$ cat src/rtl/rs_syn_pkg.sv
package rs_syn_pkg;

    localparam int SYM_W = 8;
    localparam logic [SYM_W:0] PRIM_POLY = 9'h11D;

    typedef logic [SYM_W-1:0] sym_t;

    // per-cycle control word from the sequencer to the accumulators
    typedef struct packed {
        logic acc_en;   // accumulator consumes sym this cycle
        logic load;     // first symbol: drop the stale accumulator value
        logic last;     // final symbol of the word
    } ctl_t;

    // shift-and-add field multiply, reduced by poly
    function automatic sym_t gf_mul(input sym_t a, input sym_t b,
                                    input logic [SYM_W:0] poly);
        sym_t p;
        sym_t x;
        p = '0;
        x = a;
        for (int i = 0; i < SYM_W; i++) begin
            if (b[i]) p = p ^ x;
            if (x[SYM_W-1]) x = (x << 1) ^ poly[SYM_W-1:0];
            else            x = x << 1;
        end
        return p;
    endfunction

    // alpha^e with alpha = 2
    function automatic sym_t gf_pow(input int e, input logic [SYM_W:0] poly);
        sym_t r;
        r = sym_t'(1);
        for (int i = 0; i < e; i++) r = gf_mul(r, sym_t'(2), poly);
        return r;
    endfunction

endpackage

$ cat src/rtl/rs_syn_ctrl.sv
module rs_syn_ctrl
    import rs_syn_pkg::*;
#(
    parameter int N_SYM = 255
) (
    input  logic clk,
    input  logic rst,
    input  logic start_n,
    output ctl_t ctl,
    output logic done
);
    localparam int CNT_W = $clog2(N_SYM + 1);
    localparam logic [CNT_W-1:0] LAST_IDX = CNT_W'(N_SYM - 1);

    logic             busy;
    logic [CNT_W-1:0] cnt;
    logic             sof;

    always_comb begin
        sof        = !start_n;
        ctl.acc_en = sof || busy;
        ctl.load   = sof;
        if (sof) ctl.last = (N_SYM == 1);
        else     ctl.last = busy && (cnt == LAST_IDX);
    end

    always_ff @(posedge clk) begin
        if (rst) begin
            busy <= 1'b0;
            cnt  <= '0;
            done <= 1'b0;
        end else begin
            done <= ctl.last;
            if (sof) begin
                busy <= (N_SYM > 1);
                cnt  <= CNT_W'(1);
            end else if (busy) begin
                cnt <= cnt + CNT_W'(1);
                if (ctl.last) busy <= 1'b0;
            end
        end
    end

endmodule

$ cat src/rtl/rs_syn_cell.sv
module rs_syn_cell
    import rs_syn_pkg::*;
#(
    parameter sym_t             ROOT = sym_t'(1),
    parameter logic [SYM_W:0]   POLY = PRIM_POLY
) (
    input  logic clk,
    input  logic rst,
    input  logic acc_en,
    input  logic load,
    input  sym_t sym,
    output sym_t acc
);
    sym_t scaled;

    // constant multiplier: ROOT is fixed, so this folds into an XOR network
    always_comb begin
        if (load) scaled = '0;
        else      scaled = gf_mul(acc, ROOT, POLY);
    end

    always_ff @(posedge clk) begin
        if (rst)         acc <= '0;
        else if (acc_en) acc <= scaled ^ sym;
    end

endmodule

$ cat src/rtl/rs_syn_flag.sv
module rs_syn_flag
    import rs_syn_pkg::*;
#(
    parameter int N_ROOT = 16
) (
    input  logic                     done,
    input  logic [SYM_W*N_ROOT-1:0]  synd,
    output logic                     err
);
    logic [N_ROOT-1:0] nz;

    for (genvar j = 0; j < N_ROOT; j++) begin : g_nz
        assign nz[j] = |synd[j*SYM_W +: SYM_W];
    end

    assign err = done && (|nz);

endmodule

$ cat src/rtl/rs_syndrome.sv
module rs_syndrome
    import rs_syn_pkg::*;
#(
    parameter int             N_SYM      = 255,
    parameter int             N_ROOT     = 16,
    parameter int             FIRST_ROOT = 0,
    parameter logic [SYM_W:0] POLY       = PRIM_POLY
) (
    input  logic                    clk,
    input  logic                    rst,
    input  logic                    start_n,
    input  logic [SYM_W-1:0]        sym_in,
    output logic [SYM_W*N_ROOT-1:0] synd_o,
    output logic                    done_o,
    output logic                    err_o
);
    ctl_t ctl;
    sym_t synd_a [N_ROOT];

    rs_syn_ctrl #(.N_SYM(N_SYM)) u_ctrl (
        .clk     (clk),
        .rst     (rst),
        .start_n (start_n),
        .ctl     (ctl),
        .done    (done_o)
    );

    for (genvar j = 0; j < N_ROOT; j++) begin : g_root
        localparam sym_t ROOT_J = gf_pow(FIRST_ROOT + j, POLY);

        rs_syn_cell #(.ROOT(ROOT_J), .POLY(POLY)) u_cell (
            .clk    (clk),
            .rst    (rst),
            .acc_en (ctl.acc_en),
            .load   (ctl.load),
            .sym    (sym_in),
            .acc    (synd_a[j])
        );

        assign synd_o[j*SYM_W +: SYM_W] = synd_a[j];
    end

    rs_syn_flag #(.N_ROOT(N_ROOT)) u_flag (
        .done (done_o),
        .synd (synd_o),
        .err  (err_o)
    );

endmodule

$ cat config.mk
export PLATFORM = sky130hd
export DESIGN_NAME = rs_syndrome
export DESIGN_NICKNAME = d
export VERILOG_FILES = /design/src/rtl/rs_syn_pkg.sv /design/src/rtl/rs_syn_ctrl.sv /design/src/rtl/rs_syn_cell.sv /design/src/rtl/rs_syn_flag.sv /design/src/rtl/rs_syndrome.sv
export SDC_FILE = /design/constraint.sdc
export NUM_CORES = 1
export LEC_CHECK = 0
export BUFFER_PORTS_ARGS = -buffer_cell sky130_fd_sc_hd__buf_4
export CELL_PAD_IN_SITES_DETAIL_PLACEMENT = 1
export CELL_PAD_IN_SITES_GLOBAL_PLACEMENT = 1
export CORE_ASPECT_RATIO = 0.6
export CORE_MARGIN = 2
export CORE_UTILIZATION = 45
export CTS_BUF_LIST = sky130_fd_sc_hd__clkbuf_2
export CTS_CLUSTER_SIZE = 12
export DETAILED_ROUTE_END_ITERATION = 6
export PLACE_DENSITY = 0.94
export SYNTH_ARGS = -nofsm -noshare
export SYNTH_HDL_FRONTEND = slang
export SYNTH_SLANG_ARGS = --single-unit
$ cat constraint.sdc
create_clock -name clk -period 2.4 [get_ports clk]
set_clock_uncertainty 0.1 [all_clocks]
set_input_delay 0.36 -clock clk [delete_from_list [all_inputs] [get_ports clk]]
set_output_delay 0.36 -clock clk [all_outputs]
set_load 0.02 [all_outputs]
=== After elaboration in Yosys (flattened, before gate mapping) ===
Cells that the tools add are included.

* Register bits: 138
* Input port bits: 11
* Output and inout bits: 130
* Word-level logic and storage cells: 326

* Add/subtract/negate cells: 1
* Eq/ne operators: 2
* Muxes and demuxes: 184
* Bitwise operators: 113
* Reductions and logical operators: 6

{| class="wikitable"
|+ Operators with widths
! cell !! count
|-
| $mux W8 || 105
|-
| $mux W5 || 73
|-
| $xor A8 B8 Y8 || 39
|-
| $not A4 Y4 || 73
|-
| $reduce_or A128 Y1 || 1
|-
| $add A8 B1 Y8 const B || 1
|-
| $eq A8 B8 Y1 const B || 1
|-
| $mux W1 || 6
|-
| $logic_and A1 B1 Y1 || 2
|-
| $ne A2 B1 Y1 const B || 1
|-
| $reduce_or A2 Y1 || 1
|-
| $logic_not A1 Y1 || 1
|-
| $logic_or A1 B1 Y1 || 1
|-
| $not A1 Y1 || 1
|}

=== Depth between registers and ports, before layout ===
Gate-level depths: netlist of run 1.

* Depth in word-level cells: 24
* Mapped depth: 8
* Depth with buffers taken out: 7

=== Modules after synthesis ===
Synthesis of run 1 repeated with hierarchy kept, for this count alone.

* Cell total of the unflattened synthesis: 1044
* Area total of the unflattened synthesis: 9211.3 um^2

{| class="wikitable"
|+ Modules (own cells, without submodules)
! module !! instances !! cells an instance !! area each (um^2) !! seq. area each (um^2)
|-
| rs_syn_cell at g_root[13].u_cell || 1 || 71 || 586.8 || 160.2
|-
| rs_syn_cell at g_root[15].u_cell || 1 || 62 || 584.3 || 160.2
|-
| rs_syn_cell at g_root[14].u_cell || 1 || 70 || 581.8 || 160.2
|-
| rs_syn_cell at g_root[8].u_cell || 1 || 63 || 580.6 || 160.2
|-
| rs_syn_cell at g_root[9].u_cell || 1 || 62 || 580.6 || 160.2
|-
| rs_syn_cell at g_root[11].u_cell || 1 || 58 || 575.6 || 160.2
|-
| rs_syn_cell at g_root[10].u_cell || 1 || 64 || 571.8 || 160.2
|-
| rs_syn_cell at g_root[12].u_cell || 1 || 60 || 553.0 || 160.2
|-
| rs_syn_cell at g_root[7].u_cell || 1 || 63 || 543.0 || 160.2
|-
| rs_syn_cell at g_root[6].u_cell || 1 || 61 || 523.0 || 160.2
|-
| rs_syn_cell at g_root[4].u_cell || 1 || 60 || 514.2 || 160.2
|-
| rs_syn_cell at g_root[5].u_cell || 1 || 58 || 505.5 || 160.2
|-
| rs_syn_cell at g_root[0].u_cell || 1 || 51 || 475.5 || 160.2
|-
| rs_syn_cell at g_root[3].u_cell || 1 || 53 || 465.4 || 160.2
|-
| +4 rows || n/a || n/a || n/a || n/a
|}

=== Least setup slack after synthesis of run 1 ===
OpenSTA, ideal clock, no wires.

* Path kind: register to register
* Start point: register g_root[13].u_cell.acc[6]
* End point: register g_root[13].u_cell.acc[7]
* Setup time: 128 ps
* Arrival: 1866 ps
* Required time: 2172 ps
* Slack: 306 ps
* Cell stages (with the launch flop): 9
* Buffers on the path: 1
* Clock period less this slack: 2094 ps
* Path through: dfxtp_1 > buf_2 > inv_1 > ha_1 > xnor2_1 > xnor2_1 > mux2_1 > a221oi_1 > nor2_1

* Word-level cells in the longest chain between the ends: 15
* Elaborated cells between the ends (all ways): 19
* Those cells by class: mux: 13; bitwise: 6

{| class="wikitable"
|+ RTL lines
! item !! RTL line !! RTL
|-
| from (decl) || rs_syn_cell.sv:12 || <nowiki>output sym_t acc</nowiki>
|-
| from (signal assigned) || rs_syn_cell.sv:24 || <nowiki>else if (acc_en) acc <= scaled ^ sym;</nowiki>
|-
| $mux W8 * || rs_syn_cell.sv:18 || <nowiki>if (load) scaled = '0;</nowiki>
|-
| $mux W5 || rs_syn_pkg.sv:24 || <nowiki>if (x[SYM_W-1]) x = (x << 1) ^ poly[SYM_W-1:0];</nowiki>
|-
| $mux W8 || rs_syn_cell.sv:18 ||
|-
| $not A4 Y4 (no line) || n/a ||
|-
| $mux W5 || rs_syn_pkg.sv:24 ||
|-
| $mux W8 || rs_syn_cell.sv:18 ||
|-
| $not A4 Y4 (no line) || n/a ||
|-
| $mux W5 || rs_syn_pkg.sv:24 ||
|-
| $mux W8 (4 in series) || rs_syn_cell.sv:18 ||
|-
| $xor A8 B8 Y8 * || rs_syn_pkg.sv:23 || <nowiki>if (b[i]) p = p ^ x;</nowiki>
|-
| $mux W8 * || rs_syn_cell.sv:18 ||
|-
| $xor A8 B8 Y8 * || rs_syn_cell.sv:24 ||
|}

Mark *: on every way between the ends. The rest lies on a longest branch, timed or not. The select of a mux whose other input is x is not followed.
A chain may end at the register's enable or synchronous reset.

=== Final worst setup path of run 1 ===
* Start point: register g_root[3].u_cell.acc[2]
* End point: output err_o

* Word-level cells in the longest chain between the ends: 2

{| class="wikitable"
|+ RTL lines
! item !! RTL line !! RTL
|-
| from (decl) || rs_syn_cell.sv:12 ||
|-
| from (signal assigned) || rs_syn_cell.sv:24 ||
|-
| $reduce_or A128 Y1 || rs_syn_flag.sv:16 || <nowiki>assign err = done && (|nz);</nowiki>
|-
| $logic_and A1 B1 Y1 || rs_syn_flag.sv:16 ||
|-
| to (decl) || rs_syndrome.sv:15 || <nowiki>output logic err_o</nowiki>
|}

Every way passes these cells.

==> impl_metrics.toml, run 1 <==
[floorplan]
die_h_um = 114
std_cell_rows = 40
die_w_um = 188
start_util_pct = 45.8
floorplan.core_area_um2 = 19900
io-pin-count = 141
fp.dieArea_um2 = 21500

[grt]
vias_in_the_first_global_route = 10300
groute.usage.overall_pct = 40.4
global_route_wire_length_before_repair_um = 64900
total_gr_overflow = 0
antenna_found_initial = 1
grt_start_max_net_pins = 62

[place]
gpl.final_weighted_congestion = 0.953
hpwl_after_detailed_placement_um = 28900
area_after_dpl_um2 = 10800
placement.setup.worst_slack_ns = -0.0423
port_buffers = 140

[synth]
synth_warnings = 0
yosysTopAreaCell = "sky130_fd_sc_hd__dfxtp_1"
post_synth_main_area_contributors = "sky130_fd_sc_hd__dfxtp_1 (30%), sky130_fd_sc_hd__xnor2_1 (12%), sky130_fd_sc_hd__mux2_1 (7.2%), sky130_fd_sc_hd__xor2_1 (5.8%), sky130_fd_sc_hd__a221oi_1 (4.5%)"
yosysSeqAreaShare_pct = 30.3
number_of_synthesized_flops_with_an_enable_pin = 0
ys.flop_type = "sky130_fd_sc_hd__dfxtp_1"
syn_area_um2 = 9120
synth-async-reset-ratio_pct = 0
syn_inst = 1072
yosys.cell_count.top_type = "sky130_fd_sc_hd__dfxtp_1"
synthDistinctLibCells = 38
synthesis.nets = 1093
synth.avg_cell_area_um2 = 8.51
yosys.area.top_type_share_pct = 30.3
yosys_register_bits = 138
synth_common_cells = "sky130_fd_sc_hd__dfxtp_1 (138), sky130_fd_sc_hd__xnor2_1 (120), sky130_fd_sc_hd__nor2_1 (91)"

[sta]
fin_setup_tns_ns = -0.578
grt_setup_unrepaired = "yes"
fin_crit_ns = 2.98
max_clock_freq_mhz = 336
hold_viol = 0
setup_violations = 1
fin_hold_ws_ns = 0.107
max_slew_margin_pct = 12.7
finalMaxSlewViolations = 0
slew_at_the_pin_with_the_worst_max_slew_slack_ns = 1.31
setup_slack_ns = -0.578
final_period_util_pct = 124

[clocking]
cts-root-buf = "sky130_fd_sc_hd__clkbuf_2"
cts_max_path_buffers = 2
clock_sinks = 138
clk_transition_reported_paths_ns = 0.24
cts_htree_levels = 4
clk-insertion-delay-late_ns = 0.81
tritoncts_buffer_count = 17
tritoncts = "built"

[min_path]
hold_depth = 4
worstHoldStart = "sym_in[1]"
min-delay-path-class = "input pin to flip-flop"
hold-path-endpoint = "g_root[14].u_cell.acc[1]"

[power_and_ir_drop]
power.density_cell_area_nw_per_um2 = 708
intPower_mw = 4.80
static-leakage-power_nw = 4.76
total_power_mw = 8.20
swShare_pct = 41.4
power.net_switching_mw = 3.40
ir_drop_v = 0.000379
pwr-share-seq_pct = 35.5
comb_power_share_pct = 43.9
clock_power_share_pct = 20.6

[route]
detail_route.drc_violations = 0
drt_pre_antenna_iters = 5
antenna_violating_nets_post_route = 0
avgRoutedWirePerCell_um = 28.9
post_drt_via_cell_ratio = 6.59
route.final.wire_length_um = 43900
count_of_routing_violations_after_the_opening_detailed_route_iteration = 1309
via_count = 10000

[critical_path]
worstReg2RegEnd = "g_root[4].u_cell.acc[5]"
worst-endpoint-required_ns = 1.94
timing.critical_path.from_type = "flip-flop"
timing.reg2reg.setup_slack_ns = 0.20
worstReg2RegStart = "g_root[4].u_cell.acc[7]"
critical_path_class = "flip-flop to output pin"
worstSetupEndpointType = "output pin"
timing.reg2reg.worst_path_depth = 5
worst_ep_arrival_time_ns = 2.52
critical_path_peak_fanout = 4

[job]
drv.max_cap_violation_count = 0

[finish]
fill_cells = 2379
finish.instance_area_um2 = 11600
drive_gt1_share_pct = 30.3
final_nets = 1252
areaGrowthSynthToFinish_pct = 27.0

[run_status]
violations_in_the_final_reports = "negative setup slack"
outcome = "finished, violations left"
## cell usage in the layout (no fill, tap or decap), types with 12 or more instances in the layout
cell type,Yosys,final
sky130_fd_sc_hd__a211oi_1,14,14
sky130_fd_sc_hd__a21oi_1,78,78
sky130_fd_sc_hd__a221oi_1,47,47
sky130_fd_sc_hd__a22o_1,13,13
sky130_fd_sc_hd__a31oi_1,16,16
sky130_fd_sc_hd__buf_4,1,248
sky130_fd_sc_hd__clkbuf_2,0,19
sky130_fd_sc_hd__dfxtp_1,138,102
sky130_fd_sc_hd__dfxtp_2,0,18
sky130_fd_sc_hd__dfxtp_4,0,18
sky130_fd_sc_hd__inv_1,25,21
sky130_fd_sc_hd__mux2_1,58,58
sky130_fd_sc_hd__mux2_2,20,20
sky130_fd_sc_hd__mux2i_1,31,31
sky130_fd_sc_hd__nand2_1,26,26
sky130_fd_sc_hd__nand3_1,14,14
sky130_fd_sc_hd__nor2_1,91,91
sky130_fd_sc_hd__nor2b_1,14,13
sky130_fd_sc_hd__nor3_1,15,15
sky130_fd_sc_hd__nor4_2,0,12
sky130_fd_sc_hd__o21ai_0,57,57
sky130_fd_sc_hd__o21ai_1,30,30
sky130_fd_sc_hd__xnor2_1,120,120
sky130_fd_sc_hd__xor2_1,60,60
## per-stage QoR
stage	util [%]	cells
4_1_cts	58.1	1517
3_3_place_gp	54.1	1464
3_5_place_dp	54.1	1464
2_1_floorplan	-	1072
6_report	58.2	1518
5_1_grt	58.1	1517
## worst max-delay path by stage
| stage | depth (start not counted) | from | slack, ns | to |
|---|---|---|---|---|
| 4_1_cts | 6 | g_root[4].u_cell.acc[1] | -0.48 | err_o |
| 3_5_place_dp | 6 | g_root[2].u_cell.acc[0] | -0.04 | err_o |
| 2_1_floorplan | 8 | g_root[13].u_cell.acc[6] | 0.31 | g_root[13].u_cell.acc[7] |
| 5_1_grt | 6 | g_root[2].u_cell.acc[1] | -0.65 | err_o |
| 3_3_place_gp | 6 | g_root[2].u_cell.acc[0] | 0.04 | err_o |
| 6_report | 5 | g_root[3].u_cell.acc[2] | -0.58 | err_o |
## state kept, by name, indices dropped and copies added, names as in the netlist
name               flops
u_ctrl.done            1
g_root.u_cell.acc    128
u_ctrl.cnt             8
u_ctrl.busy            1
## repair_timing
action                                  in CTS  in global routing
hold endpoints to repair                    35                  0
hold buffers                                 8                  0
gates resized for setup                     93                  2
endpoints found under the setup margin       1                  1
pin swaps                                   13                  0
cloned                                       0                  0
buffers inserted                            13                  0
## critical path: stages, from the launching register on
cell                       delay, ns
sky130_fd_sc_hd__dfxtp_1        0.52
sky130_fd_sc_hd__nor4_4         0.36
sky130_fd_sc_hd__nand4_1        0.21
sky130_fd_sc_hd__nor4_2         0.29
sky130_fd_sc_hd__a21boi_1       0.14
sky130_fd_sc_hd__buf_4          0.18
## power by group through the flow
stage          clock network [mW]  logic, mW  registers [mW]
4_1_cts                      1.66       3.48            2.87
3_5_place_dp                    0       3.30            2.90
2_1_floorplan                   0       2.01            3.02
5_1_grt                      1.78       3.77            2.93
6_report                     1.69       3.60            2.91
3_3_place_gp                    0       3.11            2.88
## routing by layer
metal | up-vias | global-route usage, % | share of wire, %
met5 | - | 0 | 0.061
met4 | 4 | 19.4 | 4.4
met3 | 181 | 11.7 | 13
met2 | 752 | 62.6 | 44
met1 | 4961 | 52.0 | 39
li1 | 4111 | - | -
## area by class of cell
class / count / area [um2] / share of cell area (%)
clock buffers: 19 / 95.1 / 0.821
clock inverters: 13 / 176 / 1.52
repair buffers: 257 / 1960 / 16.9
inverters: 25 / 93.8 / 0.810
diodes: 1 / 2.50 / 0.0216
well taps: 273 / 342 / 2.95
multi-input cells: 792 / 6060 / 52.3
flip-flops and latches: 138 / 2850 / 24.6
## cell families after synthesis
family                   after synthesis  synth area share, %
multiplexers                         109                 13.0
AO/OA/AOI/OAI                        272                 19.0
buffers and inverters                142                 6.34
flip-flops                           138                 30.3
adder cells (fa/ha/maj)               10                 1.37
AND/OR/NAND/NOR                      213                 11.1
XOR/XNOR                             188                 18.8
(Power assumes the default switching activity.)
==> run 2: changes to the inputs <==
- CTS_CLUSTER_SIZE: 12 -> unset
- clock period: 2.4 -> 2.9 ns (I/O delays scaled with it)
==> impl_metrics.toml, run 2 (synthesis results as in run 1) <==
[power_and_ir_drop]
comb_power_share_pct = 41.2
pwr-share-seq_pct = 38.7
ir_drop_v = 0.000294
power.net_switching_mw = 2.72
swShare_pct = 41.8
total_power_mw = 6.50
clock_power_share_pct = 20.1
power.density_cell_area_nw_per_um2 = 586
intPower_mw = 3.78
static-leakage-power_nw = 4.46

[critical_path]
worst-endpoint-required_ns = 2.37
cp_top_family = "simple AND/OR/NAND/NOR gates"
timing.critical_path.from_type = "flip-flop"
worstSetupEndpointType = "output pin"
critPathSlowestCell = "sky130_fd_sc_hd__dfxtp_4"
critical_path.n_buffers_inverters = 1
critical_path_peak_fanout = 5
worst_ep_arrival_time_ns = 2.58
critPathMaxStageDelay_ns = 0.42
worstPathCellList = "nor4_4, nand4_1, nor4_2, a21boi_1, buf_4"
critical_path_class = "flip-flop to output pin"

[grt]
grt_start_max_net_pins = 64
total_gr_overflow = 0
antenna_found_initial = 1
groute.usage.overall_pct = 37.2
vias_in_the_first_global_route = 9710
global_route_wire_length_before_repair_um = 60100

[finish]
fill_cells = 2376
largest_register_ff_count = 128
top_regs = "g_root.u_cell.acc (128), u_ctrl.cnt (8)"
layout_commonest_cell = "sky130_fd_sc_hd__buf_4"
areaGrowthSynthToFinish_pct = 21.7
most-common-layout-cells = "sky130_fd_sc_hd__buf_4 (189), sky130_fd_sc_hd__xnor2_1 (120), sky130_fd_sc_hd__dfxtp_1 (102), sky130_fd_sc_hd__nor2_1 (91), sky130_fd_sc_hd__a21oi_1 (78)"
diodes = 0
drive_gt1_share_pct = 26.6
final_nets = 1194
largest_register = "g_root.u_cell.acc"

[route]
post_drt_via_cell_ratio = 6.57
route.final.wire_length_um = 41000
drt_pre_antenna_iters = 6
avgRoutedWirePerCell_um = 28.1
detail_route.drc_violations = 0
antenna_violating_nets_post_route = 0
via_count = 9588
count_of_routing_violations_after_the_opening_detailed_route_iteration = 1189

[sta]
final_period_util_pct = 107
setup_slack_ns = -0.215
fin_crit_ns = 3.12
hold_viol = 0
fin_hold_ws_ns = 0.107
finalMaxSlewViolations = 0
max_clock_freq_mhz = 321
max_slew_margin_pct = 35.6
slew_at_the_pin_with_the_worst_max_slew_slack_ns = 0.965
grt_setup_unrepaired = "yes"
setup_violations = 1

[place]
hpwl_after_detailed_placement_um = 26600
gpl.final_weighted_congestion = 0.923
placement.setup.worst_slack_ns = 0.230
port_buffers = 140

[floorplan]
die_h_um = 114
die_w_um = 188
start_util_pct = 45.8
floorplan.core_area_um2 = 19900
io-pin-count = 141
std_cell_rows = 40
fp.dieArea_um2 = 21500

[run_status]
outcome = "finished, violations left"
violations_in_the_final_reports = "negative setup slack"

[clocking]
clk_transition_reported_paths_ns = 0.21
cts_htree_levels = 4
tritoncts_buffer_count = 17
clk-insertion-delay-late_ns = 0.87
clock_sinks = 138
cts_max_path_buffers = 2
tritoncts = "built"
cts-root-buf = "sky130_fd_sc_hd__clkbuf_2"

[min_path]
min-delay-path-class = "input pin to flip-flop"

[job]
drv.max_cap_violation_count = 0
==> run 2: cell count changes in the layout (fill, tap and decap cells not counted), moves of 4 or more <==
| cell | delta |
|---|---|
| sky130_fd_sc_hd__clkinv_2 | +4 |
| sky130_fd_sc_hd__dfxtp_2 | +6 |
| sky130_fd_sc_hd__buf_4 | -59 |
| sky130_fd_sc_hd__dfxtp_4 | -6 |
| sky130_fd_sc_hd__inv_2 | -4 |
| sky130_fd_sc_hd__inv_1 | +4 |
==> run 2: worst min-delay path: stages <==
cell and delay (ns):
sky130_fd_sc_hd__buf_4 0.23, sky130_fd_sc_hd__a32oi_1 0.27, sky130_fd_sc_hd__nor2_1 0.07
==> run 2: area by class of cell <==
cell class,count,area [um2],share of cell area (%)
multi-input combinational,792,6030,54.4
sequential,138,2840,25.6
timing repair buffer,199,1550,14.0
tap,273,342,3.08
clock inverter,14,155,1.40
inverter,25,93.8,0.845
clock buffer,18,90.1,0.811
==> run 2: power groups by stage <==
| stage | registers (mW) | clock network [mW] | logic (mW) |
|---|---|---|---|
| 6_report | 2.52 | 1.31 | 2.68 |
| 2_1_floorplan | 2.50 | 0 | 1.66 |
| 4_1_cts | 2.48 | 1.29 | 2.57 |
| 5_1_grt | 2.53 | 1.37 | 2.83 |
| 3_5_place_dp | 2.49 | 0 | 2.49 |
| 3_3_place_gp | 2.47 | 0 | 2.38 |
==> run 2: what timing repair did <==
action	4_1_cts	5_1_grt
hold buffers	7	0
gates cloned	0	0
setup buffers	2	8
pin swaps	9	7
hold endpoints to repair	51	0
gates resized for setup	53	28
setup endpoints to repair	1	1
==> run 2: per-layer routing <==
metal  global-route usage (%)  vias to the layer above  wire length (um)
li1                         -                     3999                 -
met1                     48.5                     4777             16300
met2                     57.2                      678             17800
met3                     12.8                      130              5440
met4                     14.2                        4              1460
met5                        0                        -                27
==> run 2: per-stage QoR <==
stage          util, %  std cells  area, um2  TNS (ns)
2_1_floorplan        -       1072       9120         0
3_3_place_gp      52.2       1410      10400         0
3_5_place_dp      52.2       1410      10400         0
4_1_cts           54.9       1451      10900    -0.124
5_1_grt           55.7       1459      11100    -0.244
6_report          55.7       1459      11100    -0.215
==> run 2: worst paths after layout <==
path / slack, ns / start / cells past startpoint / to
hold reg to reg: 0.41 / u_ctrl.cnt[6] / 2 / u_ctrl.cnt[6]
setup reg to reg: 0.63 / g_root[15].u_cell.acc[4] / 7 / g_root[15].u_cell.acc[6]
setup / recovery: -0.22 / g_root[10].u_cell.acc[1] / 5 / err_o
hold / removal: 0.11 / sym_in[7] / 3 / g_root[0].u_cell.acc[7]
